--- config.mk ---
export PLATFORM = sky130hd
export DESIGN_NAME = mc_core
export DESIGN_NICKNAME = d
export VERILOG_FILES = /design/src/rtl/mc_pkg.sv /design/src/rtl/mc_alu.sv /design/src/rtl/mc_regfile.sv /design/src/rtl/mc_core.sv
export SDC_FILE = /design/constraint.sdc
export NUM_CORES = 2
export LEC_CHECK = 0
export ABC_AREA = 1
export CAP_MARGIN = 20
export CORE_MARGIN = 3
export CORE_UTILIZATION = 25
export CTS_CLUSTER_SIZE = 28
export DETAILED_ROUTE_END_ITERATION = 6
export DONT_BUFFER_PORTS = 1
export GPL_ROUTABILITY_DRIVEN = 0
export HOLD_SLACK_MARGIN = 0.15
export MAX_ROUTING_LAYER = met4
export PLACE_DENSITY = 0.47
export SKIP_CTS_REPAIR_TIMING = 1
export SYNTH_ARGS = -nofsm -noshare
export SYNTH_HDL_FRONTEND = slang
export SYNTH_SLANG_ARGS = --single-unit
--- constraint.sdc ---
create_clock -name clk -period 4.9 [get_ports clk]
set_clock_uncertainty 0.1 [all_clocks]
set_input_delay 0.735 -clock clk [delete_from_list [all_inputs] [get_ports clk]]
set_output_delay 0.735 -clock clk [all_outputs]
set_load 0.03 [all_outputs]
--- src/rtl/mc_pkg.sv ---
package mc_pkg;

    localparam int XLEN = 32;

    // primary opcodes (bits 31:26)
    localparam logic [5:0] OP_REG  = 6'h00;
    localparam logic [5:0] OP_J    = 6'h02;
    localparam logic [5:0] OP_JL   = 6'h03;
    localparam logic [5:0] OP_BEQ  = 6'h04;
    localparam logic [5:0] OP_BNE  = 6'h05;
    localparam logic [5:0] OP_ADDI = 6'h08;
    localparam logic [5:0] OP_SLTI = 6'h0A;
    localparam logic [5:0] OP_ANDI = 6'h0C;
    localparam logic [5:0] OP_ORI  = 6'h0D;
    localparam logic [5:0] OP_XORI = 6'h0E;
    localparam logic [5:0] OP_LUI  = 6'h0F;
    localparam logic [5:0] OP_LD   = 6'h23;
    localparam logic [5:0] OP_ST   = 6'h2B;

    // function codes (bits 5:0) for OP_REG
    localparam logic [5:0] FN_SLL  = 6'h00;
    localparam logic [5:0] FN_SRL  = 6'h02;
    localparam logic [5:0] FN_JR   = 6'h08;
    localparam logic [5:0] FN_JLR  = 6'h09;
    localparam logic [5:0] FN_ADD  = 6'h20;
    localparam logic [5:0] FN_SUB  = 6'h22;
    localparam logic [5:0] FN_AND  = 6'h24;
    localparam logic [5:0] FN_OR   = 6'h25;
    localparam logic [5:0] FN_XOR  = 6'h26;
    localparam logic [5:0] FN_NOR  = 6'h27;
    localparam logic [5:0] FN_SLT  = 6'h2A;
    localparam logic [5:0] FN_SLTU = 6'h2B;

    typedef enum logic [3:0] {
        ALU_ADD, ALU_SUB, ALU_AND, ALU_OR, ALU_XOR, ALU_NOR,
        ALU_SLT, ALU_SLTU, ALU_SLL, ALU_SRL, ALU_UPPER, ALU_PASS
    } alu_op_e;

    typedef struct packed {
        logic [XLEN-1:0] pc;
        logic [XLEN-1:0] ir;
        logic [XLEN-1:0] opa;
        logic [XLEN-1:0] opb;
        logic [XLEN-1:0] res;
        logic [1:0]      step;
    } core_s;

endpackage

--- src/rtl/mc_alu.sv ---
module mc_alu
    import mc_pkg::*;
#(
    parameter int W = 32
) (
    input  alu_op_e        op,
    input  logic [W-1:0]   a,
    input  logic [W-1:0]   b,
    input  logic [4:0]     shamt,
    output logic [W-1:0]   y
);
    localparam int HALF = W / 2;

    always_comb begin
        unique case (op)
            ALU_ADD:   y = a + b;
            ALU_SUB:   y = a - b;
            ALU_AND:   y = a & b;
            ALU_OR:    y = a | b;
            ALU_XOR:   y = a ^ b;
            ALU_NOR:   y = ~(a | b);
            ALU_SLT:   y = ($signed(a) < $signed(b)) ? W'(1) : '0;
            ALU_SLTU:  y = (a < b) ? W'(1) : '0;
            ALU_SLL:   y = b << shamt;
            ALU_SRL:   y = b >> shamt;
            ALU_UPPER: y = b << HALF;
            default:   y = a;
        endcase
    end
endmodule

--- src/rtl/mc_regfile.sv ---
module mc_regfile #(
    parameter int W = 32,
    parameter int N = 32
) (
    input  logic                 clk,
    input  logic                 we,
    input  logic [$clog2(N)-1:0] waddr,
    input  logic [W-1:0]         wdata,
    input  logic [$clog2(N)-1:0] raddr_a,
    input  logic [$clog2(N)-1:0] raddr_b,
    output logic [W-1:0]         rdata_a,
    output logic [W-1:0]         rdata_b
);
    localparam int AW = $clog2(N);

    logic [W-1:0] regs_q [N];

    // entry 0 is never written; reads of it return zero
    always_ff @(posedge clk) begin
        if (we && (waddr != AW'(0))) begin
            regs_q[waddr] <= wdata;
        end
    end

    assign rdata_a = (raddr_a == AW'(0)) ? '0 : regs_q[raddr_a];
    assign rdata_b = (raddr_b == AW'(0)) ? '0 : regs_q[raddr_b];
endmodule

--- src/rtl/mc_core.sv ---
module mc_core
    import mc_pkg::*;
#(
    parameter logic [31:0] RESET_PC = 32'h0000_0000,
    parameter int          NREGS    = 32
) (
    input  logic        clk,
    input  logic        rst_n,
    output logic [31:0] mem_addr,
    input  logic [31:0] mem_rdata,
    output logic [31:0] mem_wdata,
    output logic        mem_we
);
    localparam int RAW = $clog2(NREGS);
    localparam logic [RAW-1:0] LINK_REG = RAW'(NREGS - 1);
    localparam logic [1:0] ST_FETCH = 2'd0;
    localparam logic [1:0] ST_READ  = 2'd1;
    localparam logic [1:0] ST_EXEC  = 2'd2;
    localparam logic [1:0] ST_WRITE = 2'd3;

    core_s s_q, s_d;

    // instruction fields
    logic [5:0]  opc, fn;
    logic [4:0]  f_rs, f_rt, f_rd, f_sh;
    logic [15:0] f_imm;
    logic [31:0] imm_sx, imm_zx, imm_ext;
    assign opc   = s_q.ir[31:26];
    assign f_rs  = s_q.ir[25:21];
    assign f_rt  = s_q.ir[20:16];
    assign f_rd  = s_q.ir[15:11];
    assign f_sh  = s_q.ir[10:6];
    assign fn    = s_q.ir[5:0];
    assign f_imm = s_q.ir[15:0];
    assign imm_sx = {{16{f_imm[15]}}, f_imm};
    assign imm_zx = {16'h0000, f_imm};

    // instruction classes
    logic is_reg, is_jr, is_jlr, is_imm, is_ld, is_st, is_br, is_j, is_jl;
    logic quick_op, writes_back, br_taken;
    assign is_jr   = (opc == OP_REG) && (fn == FN_JR);
    assign is_jlr  = (opc == OP_REG) && (fn == FN_JLR);
    assign is_reg  = (opc == OP_REG) && !is_jr && !is_jlr;
    assign is_imm  = (opc == OP_ADDI) || (opc == OP_SLTI) || (opc == OP_ANDI) ||
                     (opc == OP_ORI)  || (opc == OP_XORI) || (opc == OP_LUI);
    assign is_ld   = (opc == OP_LD);
    assign is_st   = (opc == OP_ST);
    assign is_br   = (opc == OP_BEQ) || (opc == OP_BNE);
    assign is_j    = (opc == OP_J);
    assign is_jl   = (opc == OP_JL);
    assign quick_op    = is_br || is_j || is_jr;
    assign writes_back = is_reg || is_imm || is_ld || is_jl || is_jlr;
    assign imm_ext = ((opc == OP_ANDI) || (opc == OP_ORI) || (opc == OP_LUI)) ? imm_zx : imm_sx;

    // register file
    logic [31:0]    rf_a, rf_b, rf_wdata;
    logic [RAW-1:0] rf_waddr;
    logic           rf_we;
    assign br_taken = (opc == OP_BEQ) ? (rf_a == rf_b) : (rf_a != rf_b);

    mc_regfile #(.W(XLEN), .N(NREGS)) u_rf (
        .clk     (clk),
        .we      (rf_we),
        .waddr   (rf_waddr),
        .wdata   (rf_wdata),
        .raddr_a (RAW'(f_rs)),
        .raddr_b (RAW'(f_rt)),
        .rdata_a (rf_a),
        .rdata_b (rf_b)
    );

    // ALU operation select
    alu_op_e alu_op;
    logic [31:0] alu_y;
    always_comb begin
        alu_op = ALU_ADD;
        if (is_reg) begin
            case (fn)
                FN_SUB:  alu_op = ALU_SUB;
                FN_AND:  alu_op = ALU_AND;
                FN_OR:   alu_op = ALU_OR;
                FN_XOR:  alu_op = ALU_XOR;
                FN_NOR:  alu_op = ALU_NOR;
                FN_SLT:  alu_op = ALU_SLT;
                FN_SLTU: alu_op = ALU_SLTU;
                FN_SLL:  alu_op = ALU_SLL;
                FN_SRL:  alu_op = ALU_SRL;
                default: alu_op = ALU_ADD;
            endcase
        end else if (is_imm) begin
            case (opc)
                OP_SLTI: alu_op = ALU_SLT;
                OP_ANDI: alu_op = ALU_AND;
                OP_ORI:  alu_op = ALU_OR;
                OP_XORI: alu_op = ALU_XOR;
                OP_LUI:  alu_op = ALU_UPPER;
                default: alu_op = ALU_ADD;
            endcase
        end else if (is_jl || is_jlr) begin
            alu_op = ALU_PASS;
        end
    end

    mc_alu #(.W(XLEN)) u_alu (
        .op    (alu_op),
        .a     (s_q.opa),
        .b     (s_q.opb),
        .shamt (f_sh),
        .y     (alu_y)
    );

    // next-state logic
    always_comb begin
        s_d = s_q;
        unique case (s_q.step)
            ST_FETCH: begin
                s_d.ir   = mem_rdata;
                s_d.pc   = s_q.pc + 32'd4;
                s_d.step = ST_READ;
            end
            ST_READ: begin
                s_d.opa  = (is_jl || is_jlr) ? s_q.pc : rf_a;
                s_d.opb  = is_imm ? imm_ext : ((is_ld || is_st) ? imm_sx : rf_b);
                if (is_br && br_taken) s_d.pc = s_q.pc + {imm_sx[29:0], 2'b00};
                if (is_j || is_jl)     s_d.pc = {s_q.pc[31:28], s_q.ir[25:0], 2'b00};
                if (is_jr || is_jlr)   s_d.pc = rf_a;
                s_d.step = quick_op ? ST_FETCH : ST_EXEC;
            end
            ST_EXEC: begin
                s_d.res  = alu_y;
                s_d.step = ST_WRITE;
            end
            default: begin
                s_d.step = ST_FETCH;
            end
        endcase
    end

    always_ff @(posedge clk or negedge rst_n) begin
        if (!rst_n) begin
            s_q    <= '0;
            s_q.pc <= RESET_PC;
        end else begin
            s_q <= s_d;
        end
    end

    // write-back and memory port
    always_comb begin
        rf_we    = (s_q.step == ST_WRITE) && writes_back;
        rf_waddr = is_reg ? RAW'(f_rd) : ((is_jl || is_jlr) ? LINK_REG : RAW'(f_rt));
        rf_wdata = is_ld ? mem_rdata : s_q.res;
    end

    assign mem_addr  = ((s_q.step == ST_WRITE) && (is_ld || is_st)) ? s_q.res : s_q.pc;
    assign mem_we    = (s_q.step == ST_WRITE) && is_st;
    assign mem_wdata = rf_b;


    fetch_adv_chk: assert property (@(posedge clk) disable iff (!rst_n)
        (s_q.step == ST_FETCH) |=> (s_q.pc == $past(s_q.pc) + 32'd4));


    ir_hold_chk: assert property (@(posedge clk) disable iff (!rst_n)
        (s_q.step != ST_FETCH) |=> $stable(s_q.ir));


    long_wrap_chk: assert property (@(posedge clk) disable iff (!rst_n)
        (s_q.step == ST_WRITE) |=> (s_q.step == ST_FETCH));


    quick_wrap_chk: assert property (@(posedge clk) disable iff (!rst_n)
        (s_q.step == ST_READ && quick_op) |=> (s_q.step == ST_FETCH));


    long_step_chk: assert property (@(posedge clk) disable iff (!rst_n)
        (s_q.step == ST_READ && !quick_op) |=> (s_q.step == ST_EXEC));


    pc_hold_chk: assert property (@(posedge clk) disable iff (!rst_n)
        (s_q.step == ST_EXEC || s_q.step == ST_WRITE) |=> $stable(s_q.pc));


    store_once_chk: assert property (@(posedge clk) disable iff (!rst_n)
        mem_we |=> (!mem_we && mem_addr == s_q.pc));
endmodule

==> results.yml <==
power:
  pwr-share-comb_pct: 62.9
  power.share.clock_pct: 16.0
  sequentialPowerShare_pct: 21.1
  p_sw_mw: 37.1
  internal_power_mw: 31.0
  cellPowerDensity_mw_per_mm2: 815
  ir_drop_mv: 0.511
  swShare_pct: 54.5
  p_leak_nw: 34.0
routing:
  first_pass_iters: 6
  wire_per_inst_um: 26.3
  num_vias: 71100
  drt-total-wl_um: 346000
  drtIter0Drc: 9856
  route.detailed.drc: 0
  via_per_inst: 5.40
  detail-route-antenna-nets: 0
finish:
  synthToLayoutAreaGrowth_pct: 16.3
  drive_gt1_share_pct: 7.94
  final_area_mm2: 0.0835
  final_core_util_pct: 29.3
  finalNetCount: 9416
  seq_area_mm2: 0.0348
  filler_cell_count: 30400
  multiInputGateArea_mm2: 0.0329
die:
  dieArea_mm2: 0.294
  initial_utilization_pct: 25.2
  core_mm2: 0.285
  ioPinCount: 99
  die_w_um: 542
  rows: 196
  die_y_um: 542
sta:
  slew_headroom_pct: 23.3
  finalMaxSlewViolations: 0
  fin_hold_ws_ns: 0.296
  finalCriticalPeriod_ns: 4.72
  fin_ws_ns: 0.181
  finalHoldViolCount: 0
  fin_setup_tns_ns: 0
  grt_setup_unrepaired: "false"
  worst_slew_pin_slew_ns: 1.15
  fmax_ghz: 0.212
  finalSetupViolations: 0
  min_period_over_period_pct: 96.3
cts:
  clock-sinks: 1186
  cts_buffers: 140
  clock_path_buffers: 3
  clock-root-buffer: "clkbuf_16"
  path_clk_slew_ns: 0.06
  clock_latency_ns: 0.86
  cts_tree: "built"
  cts_max_level: 4
logic_synthesis:
  synthAdderAreaFrac_pct: 2.40
  synth_top_area_share_pct: 42.8
  synth_top_family_by_area: "simple AND/OR/NAND/NOR gates"
  synth_top_area_cell: "edfxtp_1"
  seq_area_frac_synth_pct: 48.4
  synth_mux_area_share_pct: 0.209
  synthTopCellsByArea: "edfxtp_1 43%, nand2_1 17%, nand3_1 11%"
  synth.distinct_cells: 60
  synth_edf_count: 1024
  synthSimpleGateAreaFrac_pct: 32.5
  synth-main-ff-cell: "edfxtp_1"
  ys_ff_latch: 1186
  syn_area_mm2: 0.0718
  synth_common_cells: "3315 x nand2_1, 1605 x nand3_1, 1024 x edfxtp_1, 587 x o21ai_0, 559 x nor2_1"
  synthCells: 9253
  synth-xor-area-share_pct: 0.610
  ys_warn_count: 0
  synth-async-reset-ratio_pct: 13.7
  syn_avg_cell_area_um2: 7.76
  synth_most_common_cell: "nand2_1"
  synth_compound_area_share_pct: 9.38
worst_setup_path:
  required_ns: 4.07
  crit_fanout: 26
  worstSetupPathType: "reg -> out"
  rr_worst_depth: 24
  arrival_ns: 3.88
  critPathCaptureType: "output pin"
  crit_path_start_kind: "register"
global_route:
  grt_max_degree: 163
  antenna_found_initial: 25
  grt_first_pass_wirelength_um: 487000
  grt_pass1_vias: 66400
  grt_remaining_overflow: 0
  grt_usage_pct: 23.2
hold_path:
  hold_depth: 3
  hold_path.class: "in -> reg"
placement:
  post_dp_cell_area_mm2: 0.0784
  numPortBuffers: 0
  pre_cts_ws_ns: 0.476
  place_hpwl_um: 220000
flow_run:
  max_cap_violations: 0
outcome:
  status: "finished, final reports clean"
-- registers in the layout (all words and copies together) (netlist names) --
name / count
f_imm: 16
f_rs: 5
f_rt: 5
opc: 6
s_q: 130
u_rf.regs_q: 1024
-- final cells by class --
| type | instances | share of cell area [%] |
|---|---|---|
| repair buffers | 444 | 5.62 |
| multi-input cells | 7037 | 39.3 |
| clock buffers | 168 | 4.34 |
| inverters | 437 | 2.04 |
| clock inverters | 83 | 1.23 |
| flip-flops and latches | 1186 | 41.7 |
| diodes | 31 | 0.0929 |
| well taps | 3762 | 5.63 |
-- power groups by stage --
stage / sequential, mW / clock, mW / combinational (mW)
after floorplan: 14.0 / 0 / 24.2
after global placement: 14.5 / 0 / 41.1
after detailed placement: 14.5 / 0 / 41.5
after CTS: 14.3 / 11.1 / 41.6
after global routing: 14.4 / 11.4 / 45.6
final: 14.3 / 10.9 / 42.9
-- cell usage in the layout, fill, tap and decap left out, drive strengths merged, types with 6 or more instances in the layout --
cell type	count
diode	31
o31ai	7
nor3	29
o2111ai	9
o22ai	41
xnor2	11
conb	32
a221oi	13
nand3	1607
a22oi	20
dfrtp	162
or2	14
ha	133
clkbuf	168
o221ai	22
bufinv	17
nand3b	6
o211ai	89
clkinv	69
nand4	31
mux2i	15
o21ai	606
inv	430
buf	411
a21o	8
a31oi	20
nor4	11
xor2	39
edfxtp	1024
a211oi	10
a21oi	329
nor2	573
o21bai	8
nand2	3319
dlygate4sd3	33
o21a	8
-- metal layers --
layer  vias up  track usage, %  wire length (um)
met3       923            4.62             35100
met2      4381            35.1            153000
met1     34400            29.2            137000
met5         -               -                 0
li1      31400               -                 -
met4         0            12.5             21300
-- logic make-up after synthesis --
family                     after synthesis
AOI/OAI and AO/OA                     1206
other                                    1
buffers and inverters                 1061
xor gates and xnor gates                50
DFF                                   1186
muxes                                   15
adders and majority gates              136
and+or+nand+nor                       5598
-- worst paths after layout --
kind	slack, ns	endpoint	start
setup / recovery	0.18	mem_addr[9]	opc[3]
hold / removal	0.30	u_rf.regs_q[4][30]	mem_rdata[30]
setup reg to reg	0.26	s_q[133]	f_rs[0]
hold reg to reg	0.40	s_q[33]	s_q[33]
max in group asynchronous	3.25	f_rt[0]	rst_n
min in group asynchronous	0.35	s_q[44]	rst_n
-- stage by stage --
step / power (mW) / cells
4_1_cts: 67.0 / 13100
6_report: 68.1 / 13100
5_1_grt: 71.5 / 13100
2_1_floorplan: 38.2 / 9284
3_3_place_gp: 55.7 / 12800
3_5_place_dp: 56.0 / 12800
-- critical path, cell delays in order (launching register included) --
cell and delay, ns:
dfrtp_1 0.40, inv_1 0.11, nand2_1 0.10, inv_1 0.08
nand2_1 0.08, nor3_2 0.15, clkinv_1 0.35, nand2_1 0.24
nand3_2 0.22, buf_4 0.30, o21ai_0 0.70, buf_4 0.29
(Power assumes the default switching activity.)
